<file path="src/rtl/irq_entry_pkg.sv">
package irq_entry_pkg;

   localparam int PS_LVL_W = 4;
   localparam int PS_W     = PS_LVL_W + 2;
   localparam int CAUSE_W  = 6;

   localparam logic [CAUSE_W-1:0] CAUSE_LEVEL1 = 6'd4;

   typedef struct packed {
      logic                um;
      logic                excm;
      logic [PS_LVL_W-1:0] lvl;
   } ps_t;

   typedef enum logic [1:0] {
      ENT_NONE = 2'd0,
      ENT_HIGH = 2'd1,
      ENT_LOW  = 2'd2
   } entry_e;

   // level that incoming interrupts must exceed
   function automatic logic [PS_LVL_W-1:0] eff_level(
      input logic [PS_LVL_W-1:0] lvl,
      input logic                excm,
      input logic [PS_LVL_W-1:0] excm_lvl
   );
      return (excm && (excm_lvl > lvl)) ? excm_lvl : lvl;
   endfunction

endpackage

</file>
<file path="src/rtl/irq_pend_unit.sv">
module irq_pend_unit #(
   parameter int NUM_IRQ    = 8,
   parameter int NUM_LEVELS = 4,
   parameter int LVL_W      = 3
) (
   input  logic               clk,
   input  logic               rst_n,
   input  logic [NUM_IRQ-1:0] irq_lines,
   input  logic               set_we,
   input  logic [NUM_IRQ-1:0] set_wdata,
   input  logic               en_we,
   input  logic [NUM_IRQ-1:0] en_wdata,
   input  logic               mask_we,
   input  logic [LVL_W-1:0]   mask_lvl,
   input  logic [NUM_IRQ-1:0] mask_wdata,
   output logic [LVL_W-1:0]   pend_lvl
);

   logic [NUM_IRQ-1:0] set_q;
   logic [NUM_IRQ-1:0] en_q;
   logic [NUM_IRQ-1:0] active;
   logic [NUM_IRQ-1:0] mask_q [1:NUM_LEVELS];
   logic [NUM_LEVELS:1] lvl_hit;

   always_ff @(posedge clk or negedge rst_n) begin
      if (!rst_n) begin
         set_q <= '0;
      end else if (set_we) begin
         set_q <= set_wdata;
      end
   end

   always_ff @(posedge clk or negedge rst_n) begin
      if (!rst_n) begin
         en_q <= '0;
      end else if (en_we) begin
         en_q <= en_wdata;
      end
   end

   assign active = (set_q | irq_lines) & en_q;

   for (genvar l = 1; l <= NUM_LEVELS; l++) begin : g_lvl
      always_ff @(posedge clk or negedge rst_n) begin
         if (!rst_n) begin
            mask_q[l] <= '0;
         end else if (mask_we && (mask_lvl == LVL_W'(l))) begin
            mask_q[l] <= mask_wdata;
         end
      end
      assign lvl_hit[l] = |(mask_q[l] & active);
   end

   // highest hitting level wins
   always_comb begin
      pend_lvl = '0;
      for (int l = 1; l <= NUM_LEVELS; l++) begin
         if (lvl_hit[l]) pend_lvl = LVL_W'(l);
      end
   end

   // an enable-only write keeps the pending vector
   assert_set_kept_R8: assert property (@(posedge clk) disable iff (!rst_n)
      (en_we && !set_we) |=> $stable(set_q));

endmodule

</file>
<file path="src/rtl/irq_vec_reloc.sv">
module irq_vec_reloc #(
   parameter int          ADDR_W    = 32,
   parameter bit          RELOC_EN  = 1'b1,
   parameter logic [31:0] DEF_VBASE = 32'h0000_1000
) (
   input  logic [ADDR_W-1:0] vbase,
   input  logic [ADDR_W-1:0] vec_in,
   output logic [ADDR_W-1:0] vec_out
);

   localparam logic [ADDR_W-1:0] DEF_BASE = ADDR_W'(DEF_VBASE);

   if (RELOC_EN) begin : g_reloc
      assign vec_out = vec_in - DEF_BASE + vbase;
   end else begin : g_fixed
      logic unused_vbase;
      assign unused_vbase = ^vbase;
      assign vec_out      = vec_in;
   end

endmodule

</file>
<file path="src/rtl/irq_save_bank.sv">
module irq_save_bank import irq_entry_pkg::*; #(
   parameter int ADDR_W     = 32,
   parameter int NUM_LEVELS = 4,
   parameter int LVL_W      = 3,
   parameter bit HAS_DEPC   = 1'b1
) (
   input  logic              clk,
   input  logic              rst_n,
   input  logic              hi_we,
   input  logic [LVL_W-1:0]  hi_lvl,
   input  logic              lo_epc_we,
   input  logic              depc_we,
   input  logic [ADDR_W-1:0] pc,
   input  ps_t               ps_old,
   input  logic [LVL_W-1:0]  rd_lvl,
   output logic [ADDR_W-1:0] rd_epc,
   output ps_t               rd_eps,
   output logic [ADDR_W-1:0] depc
);

   logic [ADDR_W-1:0] epc_q [1:NUM_LEVELS];
   ps_t               eps_q [2:NUM_LEVELS];

   for (genvar l = 1; l <= NUM_LEVELS; l++) begin : g_epc
      always_ff @(posedge clk or negedge rst_n) begin
         if (!rst_n) begin
            epc_q[l] <= '0;
         end else if ((hi_we && (hi_lvl == LVL_W'(l))) || ((l == 1) && lo_epc_we)) begin
            epc_q[l] <= pc;
         end
      end
   end

   for (genvar l = 2; l <= NUM_LEVELS; l++) begin : g_eps
      always_ff @(posedge clk or negedge rst_n) begin
         if (!rst_n) begin
            eps_q[l] <= '0;
         end else if (hi_we && (hi_lvl == LVL_W'(l))) begin
            eps_q[l] <= ps_old;
         end
      end
   end

   if (HAS_DEPC) begin : g_depc
      logic [ADDR_W-1:0] depc_q;
      always_ff @(posedge clk or negedge rst_n) begin
         if (!rst_n) begin
            depc_q <= '0;
         end else if (depc_we) begin
            depc_q <= pc;
         end
      end
      assign depc = depc_q;
   end else begin : g_no_depc
      logic unused_depc_we;
      assign unused_depc_we = depc_we;
      assign depc           = '0;
   end

   always_comb begin
      rd_epc = '0;
      rd_eps = '0;
      for (int l = 1; l <= NUM_LEVELS; l++) begin
         if (rd_lvl == LVL_W'(l)) rd_epc = epc_q[l];
      end
      for (int l = 2; l <= NUM_LEVELS; l++) begin
         if (rd_lvl == LVL_W'(l)) rd_eps = eps_q[l];
      end
   end

   // the double-exception path never touches saved PC 1
   assert_depc_excl_R7: assert property (@(posedge clk) disable iff (!rst_n)
      (depc_we && !lo_epc_we && !(hi_we && hi_lvl == LVL_W'(1))) |=> $stable(epc_q[1]));

endmodule

</file>
<file path="src/rtl/irq_entry_ctrl.sv">
module irq_entry_ctrl import irq_entry_pkg::*; #(
   parameter int          NUM_IRQ        = 8,
   parameter int          NUM_LEVELS     = 4,
   parameter int          ADDR_W         = 32,
   parameter logic [31:0] DEF_VBASE      = 32'h0000_1000,
   parameter bit          RELOC_EN       = 1'b1,
   parameter bit          HAS_DEPC       = 1'b1,
   parameter int          EXCM_LVL       = 1,
   parameter logic [31:0] LVL_VEC_OFF    = 32'h180,
   parameter logic [31:0] LVL_VEC_STRIDE = 32'h40,
   parameter logic [31:0] KRN_VEC_OFF    = 32'h300,
   parameter logic [31:0] USR_VEC_OFF    = 32'h340,
   parameter logic [31:0] DBL_VEC_OFF    = 32'h3C0,
   localparam int         LVL_W          = $clog2(NUM_LEVELS + 1)
) (
   input  logic               clk,
   input  logic               rst_n,
   input  logic [NUM_IRQ-1:0] irq_lines,
   input  logic               set_we,
   input  logic [NUM_IRQ-1:0] set_wdata,
   input  logic               en_we,
   input  logic [NUM_IRQ-1:0] en_wdata,
   input  logic               mask_we,
   input  logic [LVL_W-1:0]   mask_lvl,
   input  logic [NUM_IRQ-1:0] mask_wdata,
   input  logic               vbase_we,
   input  logic [ADDR_W-1:0]  vbase_wdata,
   input  logic               ps_we,
   input  logic [3:0]         ps_wlevel,
   input  logic               ps_wexcm,
   input  logic               ps_wum,
   input  logic [ADDR_W-1:0]  core_pc,
   input  logic               wfi_req,
   input  logic [3:0]         wfi_level,
   input  logic [LVL_W-1:0]   rd_lvl,
   output logic               taken,
   output logic [ADDR_W-1:0]  redirect_pc,
   output logic               halted,
   output logic [LVL_W-1:0]   pend_level,
   output logic [3:0]         ps_level,
   output logic               ps_excm,
   output logic               ps_um,
   output logic [5:0]         exc_cause,
   output logic [ADDR_W-1:0]  depc,
   output logic [ADDR_W-1:0]  rd_epc,
   output logic [5:0]         rd_eps
);

   localparam logic [PS_LVL_W-1:0] EXCM_FLOOR = PS_LVL_W'(EXCM_LVL);
   localparam logic [ADDR_W-1:0]   BASE_A     = ADDR_W'(DEF_VBASE);
   localparam logic [ADDR_W-1:0]   KRN_VEC    = BASE_A + ADDR_W'(KRN_VEC_OFF);
   localparam logic [ADDR_W-1:0]   USR_VEC    = BASE_A + ADDR_W'(USR_VEC_OFF);
   localparam logic [ADDR_W-1:0]   DBL_VEC    = BASE_A + ADDR_W'(DBL_VEC_OFF);

   if (NUM_LEVELS < 2 || NUM_LEVELS > 15) begin : g_bad_levels
      $error("NUM_LEVELS must lie in 2..15");
   end
   if (NUM_IRQ < 1) begin : g_bad_irq
      $error("NUM_IRQ must be at least 1");
   end
   if (ADDR_W < 16 || ADDR_W > 32) begin : g_bad_addr
      $error("ADDR_W must lie in 16..32");
   end
   if (EXCM_LVL < 0 || EXCM_LVL > NUM_LEVELS) begin : g_bad_excm
      $error("EXCM_LVL must lie in 0..NUM_LEVELS");
   end

   ps_t               ps_q;
   logic [CAUSE_W-1:0] cause_q;
   logic [ADDR_W-1:0] vbase_q;
   logic              halted_q;
   logic              taken_q;
   logic [ADDR_W-1:0] redir_q;

   logic [LVL_W-1:0]    pend_lvl;
   logic [PS_LVL_W-1:0] pend_ext;
   logic                accept_cur;
   logic                accept_wfi;
   logic                fire;
   entry_e              kind;
   logic [ADDR_W-1:0]   vec_raw;
   logic [ADDR_W-1:0]   vec_reloc;
   ps_t                 rd_eps_s;

   irq_pend_unit #(
      .NUM_IRQ    (NUM_IRQ),
      .NUM_LEVELS (NUM_LEVELS),
      .LVL_W      (LVL_W)
   ) u_pend (
      .clk        (clk),
      .rst_n      (rst_n),
      .irq_lines  (irq_lines),
      .set_we     (set_we),
      .set_wdata  (set_wdata),
      .en_we      (en_we),
      .en_wdata   (en_wdata),
      .mask_we    (mask_we),
      .mask_lvl   (mask_lvl),
      .mask_wdata (mask_wdata),
      .pend_lvl   (pend_lvl)
   );

   assign pend_ext   = PS_LVL_W'(pend_lvl);
   assign accept_cur = (pend_lvl != '0) &&
                       (pend_ext > eff_level(ps_q.lvl, ps_q.excm, EXCM_FLOOR));
   assign accept_wfi = (pend_lvl != '0) &&
                       (pend_ext > eff_level(wfi_level, ps_q.excm, EXCM_FLOOR));

   // a wait request owns its edge; entry waits one cycle
   assign fire = accept_cur && !wfi_req;

   always_comb begin
      kind = ENT_NONE;
      if (fire) kind = (pend_lvl > LVL_W'(1)) ? ENT_HIGH : ENT_LOW;
   end

   always_comb begin
      unique case (kind)
         ENT_HIGH: vec_raw = BASE_A + ADDR_W'(LVL_VEC_OFF) +
                             ADDR_W'(pend_lvl) * ADDR_W'(LVL_VEC_STRIDE);
         ENT_LOW:  vec_raw = ps_q.excm ? DBL_VEC : (ps_q.um ? USR_VEC : KRN_VEC);
         default:  vec_raw = KRN_VEC;
      endcase
   end

   irq_vec_reloc #(
      .ADDR_W    (ADDR_W),
      .RELOC_EN  (RELOC_EN),
      .DEF_VBASE (DEF_VBASE)
   ) u_reloc (
      .vbase   (vbase_q),
      .vec_in  (vec_raw),
      .vec_out (vec_reloc)
   );

   irq_save_bank #(
      .ADDR_W     (ADDR_W),
      .NUM_LEVELS (NUM_LEVELS),
      .LVL_W      (LVL_W),
      .HAS_DEPC   (HAS_DEPC)
   ) u_bank (
      .clk       (clk),
      .rst_n     (rst_n),
      .hi_we     (kind == ENT_HIGH),
      .hi_lvl    (pend_lvl),
      .lo_epc_we ((kind == ENT_LOW) && !(ps_q.excm && HAS_DEPC)),
      .depc_we   ((kind == ENT_LOW) && ps_q.excm && HAS_DEPC),
      .pc        (core_pc),
      .ps_old    (ps_q),
      .rd_lvl    (rd_lvl),
      .rd_epc    (rd_epc),
      .rd_eps    (rd_eps_s),
      .depc      (depc)
   );

   always_ff @(posedge clk or negedge rst_n) begin
      if (!rst_n) begin
         ps_q <= '0;
      end else if (wfi_req) begin
         ps_q.lvl <= wfi_level;
      end else if (kind == ENT_HIGH) begin
         ps_q.lvl  <= pend_ext;
         ps_q.excm <= 1'b1;
      end else if (kind == ENT_LOW) begin
         ps_q.excm <= 1'b1;
      end else if (ps_we) begin
         ps_q.lvl  <= ps_wlevel;
         ps_q.excm <= ps_wexcm;
         ps_q.um   <= ps_wum;
      end
   end

   always_ff @(posedge clk or negedge rst_n) begin
      if (!rst_n) begin
         cause_q <= '0;
      end else if (kind == ENT_LOW) begin
         cause_q <= CAUSE_LEVEL1;
      end
   end

   always_ff @(posedge clk or negedge rst_n) begin
      if (!rst_n) begin
         vbase_q <= BASE_A;
      end else if (vbase_we) begin
         vbase_q <= vbase_wdata;
      end
   end

   always_ff @(posedge clk or negedge rst_n) begin
      if (!rst_n) begin
         halted_q <= 1'b0;
         taken_q  <= 1'b0;
         redir_q  <= '0;
      end else begin
         taken_q <= fire;
         if (fire) redir_q <= vec_reloc;
         if (wfi_req)   halted_q <= !accept_wfi;
         else if (fire) halted_q <= 1'b0;
      end
   end

   assign taken       = taken_q;
   assign redirect_pc = redir_q;
   assign halted      = halted_q;
   assign pend_level  = pend_lvl;
   assign ps_level    = ps_q.lvl;
   assign ps_excm     = ps_q.excm;
   assign ps_um       = ps_q.um;
   assign exc_cause   = cause_q;
   assign rd_eps      = rd_eps_s;

   assert_high_entry_R4: assert property (@(posedge clk) disable iff (!rst_n)
      (kind == ENT_HIGH) |=> (taken_q && ps_q.excm && ps_q.lvl == $past(pend_ext)));

   assert_entry_sets_excm_R6: assert property (@(posedge clk) disable iff (!rst_n)
      taken_q |-> ps_q.excm);

   assert_wfi_no_entry_R9: assert property (@(posedge clk) disable iff (!rst_n)
      wfi_req |=> (!taken_q && ps_q.lvl == $past(wfi_level)));

   assert_halt_quiet_R10: assert property (@(posedge clk) disable iff (!rst_n)
      (halted_q && !accept_cur) |=> !taken_q);

   assert_wake_R10: assert property (@(posedge clk) disable iff (!rst_n)
      (halted_q && accept_cur && !wfi_req) |=> (!halted_q && taken_q));

   assert_level_gate_R3: assert property (@(posedge clk) disable iff (!rst_n)
      (pend_ext <= ps_q.lvl) |=> !taken_q);

endmodule

</file>
<file path="config.mk">
export PLATFORM = sky130hd
export DESIGN_NAME = irq_entry_ctrl
export DESIGN_NICKNAME = d
export VERILOG_FILES = /design/src/rtl/irq_entry_pkg.sv /design/src/rtl/irq_pend_unit.sv /design/src/rtl/irq_vec_reloc.sv /design/src/rtl/irq_save_bank.sv /design/src/rtl/irq_entry_ctrl.sv
export SDC_FILE = /design/constraint.sdc
export NUM_CORES = 1
export LEC_CHECK = 0
export ABC_AREA = 0
export BUFFER_PORTS_ARGS = -buffer_cell sky130_fd_sc_hd__buf_2
export CAP_MARGIN = 20
export CORE_UTILIZATION = 55
export CTS_CLUSTER_DIAMETER = 40
export DETAILED_ROUTE_END_ITERATION = 8
export HOLD_SLACK_MARGIN = 0.06
export PLACE_DENSITY = 0.83
export SYNTH_ARGS = -nofsm -noshare
export SYNTH_HDL_FRONTEND = slang
export SYNTH_SLANG_ARGS = --single-unit
</file>
<file path="constraint.sdc">
create_clock -name clk -period 5.5 [get_ports clk]
set_input_delay 0 -clock clk [delete_from_list [all_inputs] [get_ports clk]]
set_output_delay 0 -clock clk [all_outputs]
set_load 0.01 [all_outputs]
</file>
# Word-level counts from Yosys, hierarchy flattened
# Cells that the tools add are included.
# Widths: inputs -> output; s select.
# totals
register_bits	299
input_bits	120
output_inout_bits	119
word_cells	115
# op_classes
add_sub_neg	3
magnitude_cmp	5
n_eq_ne	15
n_mux	25
n_bitwise	9
n_reduce_logical	30
# op_table
op	count
$mux 32	4
$and 8x8->8	5
$add 32x32->32	1
$reduce_or 8->1	4
$pmux 14 s2	1
$eq 3x2->1 const B	6
$mux 6	3
$mux 4	4
$logic_and 1x1->1	15
$sub 14x13->15 const B	1
$add 13x9->14 const A	1
$mux 5	2
$eq 3x1->1 const B	3
$eq 3x3->1 const B	3
$reduce_bool 3->1	3
$gt 1x4->1 const A	2
$gt 3x4->1	2
$mux 2	4
$mux 8	1
$or 8x8->8	1
$mux 7	1
$mux 1	4
$reduce_and 2->1	2
$reduce_and 4->1	1
other kinds (9)	13

# Longest topological paths before layout
# depth
word_depth	16
ltp_mapped	22
ltp_nobuf	21

# Modules after synthesis
# From an unflattened synthesis, not the netlist that was laid out.
# unflattened
hier_cells	1204
area_unflattened_um2	15473.6
# modules_own_cells
module	instances	cells_each	area_each_um2	seq_area_each_um2
irq_save_bank	1	513	7988.9	4454.3
irq_entry_ctrl	1	219	3104.2	1828.0
irq_vec_reloc	1	334	2337.2	0.0
irq_pend_unit	1	138	2043.2	1201.2

# Worst setup path before layout
# Ideal clock, no wire load.
# synth_timing
path_kind	register to register
start	reg u_pend.set_q[1]
end	reg redir_q[31] (netlist: redirect_pc[31])
setup_ns	0.137
arrival_ns	4.770
t_required_ns	5.363
setup_slack_ns	0.593
stages_incl_launch_ff	22
n_path_buf	2
period_less_slack_ns	4.907
path_cell_list	dfrtp_1 o211ai_1 nand4_1 nor3_4 inv_2 a21oi_1 inv_1 ha_1 a311o_1 nor3_1 nand4b_2 or2_1 buf_6 buf_6 nand2_1 ha_1 a211oi_1 o21a_1 nor4_1 nor4b_1 xnor2_1 a21oi_1
# synth_between
elab_cells_between_ends	27
cone_classes	3 x add/sub; 2 x order compare; 2 x eq/ne; 7 x mux; 6 x bitwise; 7 x reduce/logical
# synth_rtl
item	line	text
from (decl)	irq_pend_unit.sv:19	logic [NUM_IRQ-1:0] set_q;
from (signal assigned)	irq_pend_unit.sv:29	set_q <= set_wdata;
$or 8x8->8 *	irq_pend_unit.sv:41	assign active = (set_q | irq_lines) & en_q;
$and 8x8->8 *	irq_pend_unit.sv:41	
$and 8x8->8 *	irq_pend_unit.sv:51	assign lvl_hit[l] = |(mask_q[l] & active);
$reduce_or 8->1 *	irq_pend_unit.sv:51	
$mux 3 *	irq_pend_unit.sv:58	if (lvl_hit[l]) pend_lvl = LVL_W'(l);
named net pend_level[2]	irq_entry_ctrl.sv:39	output logic [LVL_W-1:0] pend_level,
$gt 3x4->1 / $reduce_bool 3->1 (equally long branches)	irq_entry_ctrl.sv:105, irq_entry_ctrl.sv:104	
$logic_and 1x1->1	irq_entry_ctrl.sv:104	assign accept_cur = (pend_lvl != '0) &&
$logic_and 1x1->1	irq_entry_ctrl.sv:110	assign fire = accept_cur && !wfi_req;
$mux 2	irq_entry_ctrl.sv:114	if (fire) kind = (pend_lvl > LVL_W'(1)) ? ENT_HIGH : ENT_LOW;
$eq 2x2->1 / $eq 2x1->1 (equally long branches)	irq_entry_ctrl.sv:118	unique case (kind)
$pmux 14 s2	irq_entry_ctrl.sv:118	
$sub 14x13->15	irq_vec_reloc.sv:14	assign vec_out = vec_in - DEF_BASE + vbase;
$add 32x32->32	irq_vec_reloc.sv:14	
to (signal assigned)	irq_entry_ctrl.sv:196	if (fire) redir_q <= vec_reloc;
to (decl)	irq_entry_ctrl.sv:73	logic [ADDR_W-1:0] redir_q;
# The timed path passes the listed nets; every way through them passes the cells marked *.
# A chain may end at the register's enable or synchronous reset.

# Worst setup path in the final report
# layout_timing
start	reg u_pend.set_q[5]
end	reg redir_q[24] (netlist: redirect_pc[24])
# layout_between
elab_chain_len	16
elab_cells_between_ends	27
cone_classes	3 x add/sub; 2 x order compare; 2 x eq/ne; 7 x mux; 6 x bitwise; 7 x reduce/logical
# layout_rtl
item	line
$or 8x8->8 *	irq_pend_unit.sv:41
$and 8x8->8 *	irq_pend_unit.sv:41
$and 8x8->8	irq_pend_unit.sv:51
$reduce_or 8->1	irq_pend_unit.sv:51
$mux 1	irq_pend_unit.sv:58
$mux 2 (2 in a row)	irq_pend_unit.sv:58
$mux 3 *	irq_pend_unit.sv:58
$gt 3x4->1 / $reduce_bool 3->1 (equally long branches)	irq_entry_ctrl.sv:105, irq_entry_ctrl.sv:104
$logic_and 1x1->1	irq_entry_ctrl.sv:104
$logic_and 1x1->1	irq_entry_ctrl.sv:110
$mux 2	irq_entry_ctrl.sv:114
$eq 2x2->1 / $eq 2x1->1 (equally long branches)	irq_entry_ctrl.sv:118
$pmux 14 s2	irq_entry_ctrl.sv:118
$sub 14x13->15	irq_vec_reloc.sv:14
$add 32x32->32	irq_vec_reloc.sv:14
# Mark *: on every way between the ends. The rest lies on a longest branch, timed or not.

==> out/results.ini <==
[sta]
slew_violations=0
worstMarginPinSlew_ns=1.15
final-hold-violation-count=0
slew_headroom_pct=23.6
finalSetupViolCount=0
finalClockSkew_ns=0.0214
timing.final.crit_period_ns=5.29
whs_ns=0.0906
clock.fmax_mhz=189
period_share_pct=96.3

[cts]
insertion_delay_ns=0.52
cts.sinks=299
root_buffer=clkbuf_16
cts_buffer_depth=3
path_clk_slew_ns=0.06
cts-htree-levels=2
numCtsBuffers=38
tritoncts=done
cts_setup_buffers=0

[power_and_ir_drop]
ir_drop_v=0.000303
seq_power_share_pct=40.8
p_clk_share_pct=31.5
combinationalPowerShare_pct=27.8
swShare_pct=30.9
p_int_mw=5.74
switchingPower_mw=2.56
p_leak_nw=8.31
power_density_mw_per_mm2=473

[worst_hold_path]
hp-class=input port to flop
min_from=mask_lvl[2]
holdPathEnd=u_pend.mask_q[23]
whs_path_depth=4

[job]
maxCapViolations=0

[place]
port_buffers=233
gp_congestion=0.884
place_hpwl_um=21000
place_inst=1514

[setup_path]
crit_path_start_kind=flop
critical_path_class=flop to flop
critPathMaxFanout=17
r2r_start=u_pend.set_q[5]
reg2reg_depth=18
critPathRequiredTime_ns=5.94
reg2reg_slack_ns=0.21
r2r_end=redirect_pc[24]
worst_setup_path_end_kind=flop
worst_ep_arrival_time_ns=5.73

[floorplanning]
dieArea_sq_mm=0.0251
core_sq_mm=0.0237
die_x_um=158
rows=56
die_h_um=158
ios=239
initial_core_util_pct=56.7

[logic_synthesis]
yosys-top-cells-area=dfrtp_1 (56%), mux2_2 (19%), mux2_4 (3.1%)
synth_top_cell_area_share_pct=55.5
ys_dominant_reg_cell=dfrtp_1
synth-seq-cells=299
syn_area_sq_mm=0.0134
avgSynthCellArea_sq_um=13.5
yosysTopAreaCell=dfrtp_1
synth_cell_type_count=59
syn_inst=997
synth_edf_count=0
ys_seq_area_share_pct=55.7
synth-async-reset-ratio_pct=100
yosys_warnings=0

[outcome]
status=finished, final reports clean

[drt]
vias=10011
antenna_left=0
totalWireLength_um=37100
dr.pass1.iters=5
routedWlPerCell_um=21.6
drt-initial-drc-count=623
route.detailed.drc=0
viasPerCell=5.84

[finish]
area_delta_synth_final_pct=30.7
drive_above_1_share_pct=42.8
final_nets=1492
final_cell_mix=dfrtp_1 (298), buf_2 (232), mux2_2 (228)
nFillCells=1484
final_cells=1714
final_common_cell=dfrtp_1

[grt]
grt_overflow=0
grt_start_max_net_pins=199
grt_pass1_wl_um=57400
grt_pass1_vias=10843
grt_util_all_layers_pct=30.2
antenna_found_initial=4

[worst max path at each step]
| stage | end | cells past startpoint | from | slack, ns |
|---|---|---|---|---|
| global placement | redirect_pc[22] | 19 | u_pend.set_q[3] | 0.47 |
| detailed placement | redirect_pc[22] | 18 | u_pend.set_q[7] | 0.18 |
| finish | redirect_pc[24] | 18 | u_pend.set_q[5] | 0.21 |
| global route | redirect_pc[22] | 18 | u_pend.set_q[0] | -0.03 |
| CTS | redirect_pc[22] | 18 | u_pend.set_q[7] | 0.13 |
| floorplan | redirect_pc[31] | 21 | u_pend.set_q[1] | 0.59 |
[routing by layer]
metal,GRT usage [%],wire length [um],vias to the layer above
met2,52.1,18800,435
met5,0,0,-
li1,-,-,4382
met1,35.1,14100,5071
met3,6.37,2520,123
met4,16.7,1740,0
[sequential cells by signal, summed over array words and instances, names as in the netlist, 4 cells and up]
name,count
u_bank.epc_q,128
redirect_pc,32
u_bank.depc,32
u_pend.mask_q,32
vbase_q,32
u_bank.eps_q,18
u_pend.en_q,8
u_pend.set_q,8
ps_level,4
[worst max-delay path, cell delays in order (launching register included)]
cell	delay, ns
dfrtp_1	0.45
o211ai_1	0.21
nand2_1	0.13
nor3_4	0.24
inv_2	0.12
nor2_1	0.28
ha_1	0.30
a311o_1	0.36
nor3_2	0.33
nand4b_2	0.23
or2_2	0.60
and2_1	0.27
fa_1	0.45
nor2b_1	0.15
o21ai_0	0.21
a211oi_2	0.39
nand3_1	0.16
xor2_1	0.17
a21oi_1	0.17
[layout make-up]
type | count | area, sq um | area share, %
clock buffer | 45 | 1010 | 5.74
inverter | 17 | 63.8 | 0.363
antenna | 4 | 10.0 | 0.0570
sequential | 299 | 7480 | 42.6
tap | 319 | 399 | 2.27
clock inverter | 25 | 339 | 1.93
multi-input combinational | 627 | 5650 | 32.2
timing repair buffer | 378 | 2600 | 14.8
[Yosys cell counts (all sizes together) (2+ instances only)]
cell type  count
a21oi         26
nor4           3
nand4          8
and3           5
or2            3
a22oi         33
nor4bb         2
buf           26
ha            10
nor2          33
nand2b         4
o21ai         15
o41ai          2
nor3           7
nand2         27
nand3         14
xnor2         12
inv           17
mux2i         40
a211oi         3
and2           4
nand4b         3
dfrtp        298
conb           2
xor2          12
a211o          2
o211ai        32
mux2         264
clkbuf        32
o21a           4
o22ai         32
nor2b          8
[power groups by stage]
stage | combinational (mW) | clock (mW) | sequential, mW
after detailed placement | 2.11 | 0 | 3.38
after global routing | 2.50 | 2.75 | 3.45
after floorplan | 1.33 | 0 | 3.36
after global placement | 2.03 | 0 | 3.32
final | 2.31 | 2.61 | 3.38
after CTS | 2.26 | 2.64 | 3.35
[per-stage QoR]
| step | power (mW) | area (sq um) | utilization [%] | setup slack, ns | setup TNS, ns |
|---|---|---|---|---|---|
| after detailed placement | 5.49 | 14900 | 63.0 | 0.185 | 0 |
| final | 8.30 | 17600 | 74.1 | 0.205 | 0 |
| after CTS | 8.26 | 17500 | 74.0 | 0.133 | 0 |
| after global placement | 5.35 | 14900 | 63.0 | 0.471 | 0 |
| after floorplan | 4.69 | 13500 | - | 0.593 | 0 |
| after global routing | 8.70 | 17600 | 74.1 | -0.0321 | -0.0509 |
[kinds of logic (layout without fill, tap and decap cells)]
family / count (synthesis) / count (layout) / synth area share [%]
AO/OA/AOI/OAI: 157 / 157 / 8.12
other: 2 / 10 / 0.0559
adder cells (fa/ha/maj): 11 / 11 / 1.08
multiplexers: 304 / 304 / 25.9
buffers and inverters: 75 / 465 / 2.63
XOR/XNOR: 24 / 24 / 1.56
flip-flops: 299 / 299 / 55.7
AND/OR/NAND/NOR: 125 / 125 / 4.96
[repair_timing]
action                                  CTS  global route
endpoints found under the hold margin   348             0
hold buffers                            125             0
endpoints found under the setup margin    0            10
gates resized for setup                   0             2
Power figures use the tool's default switching activity.
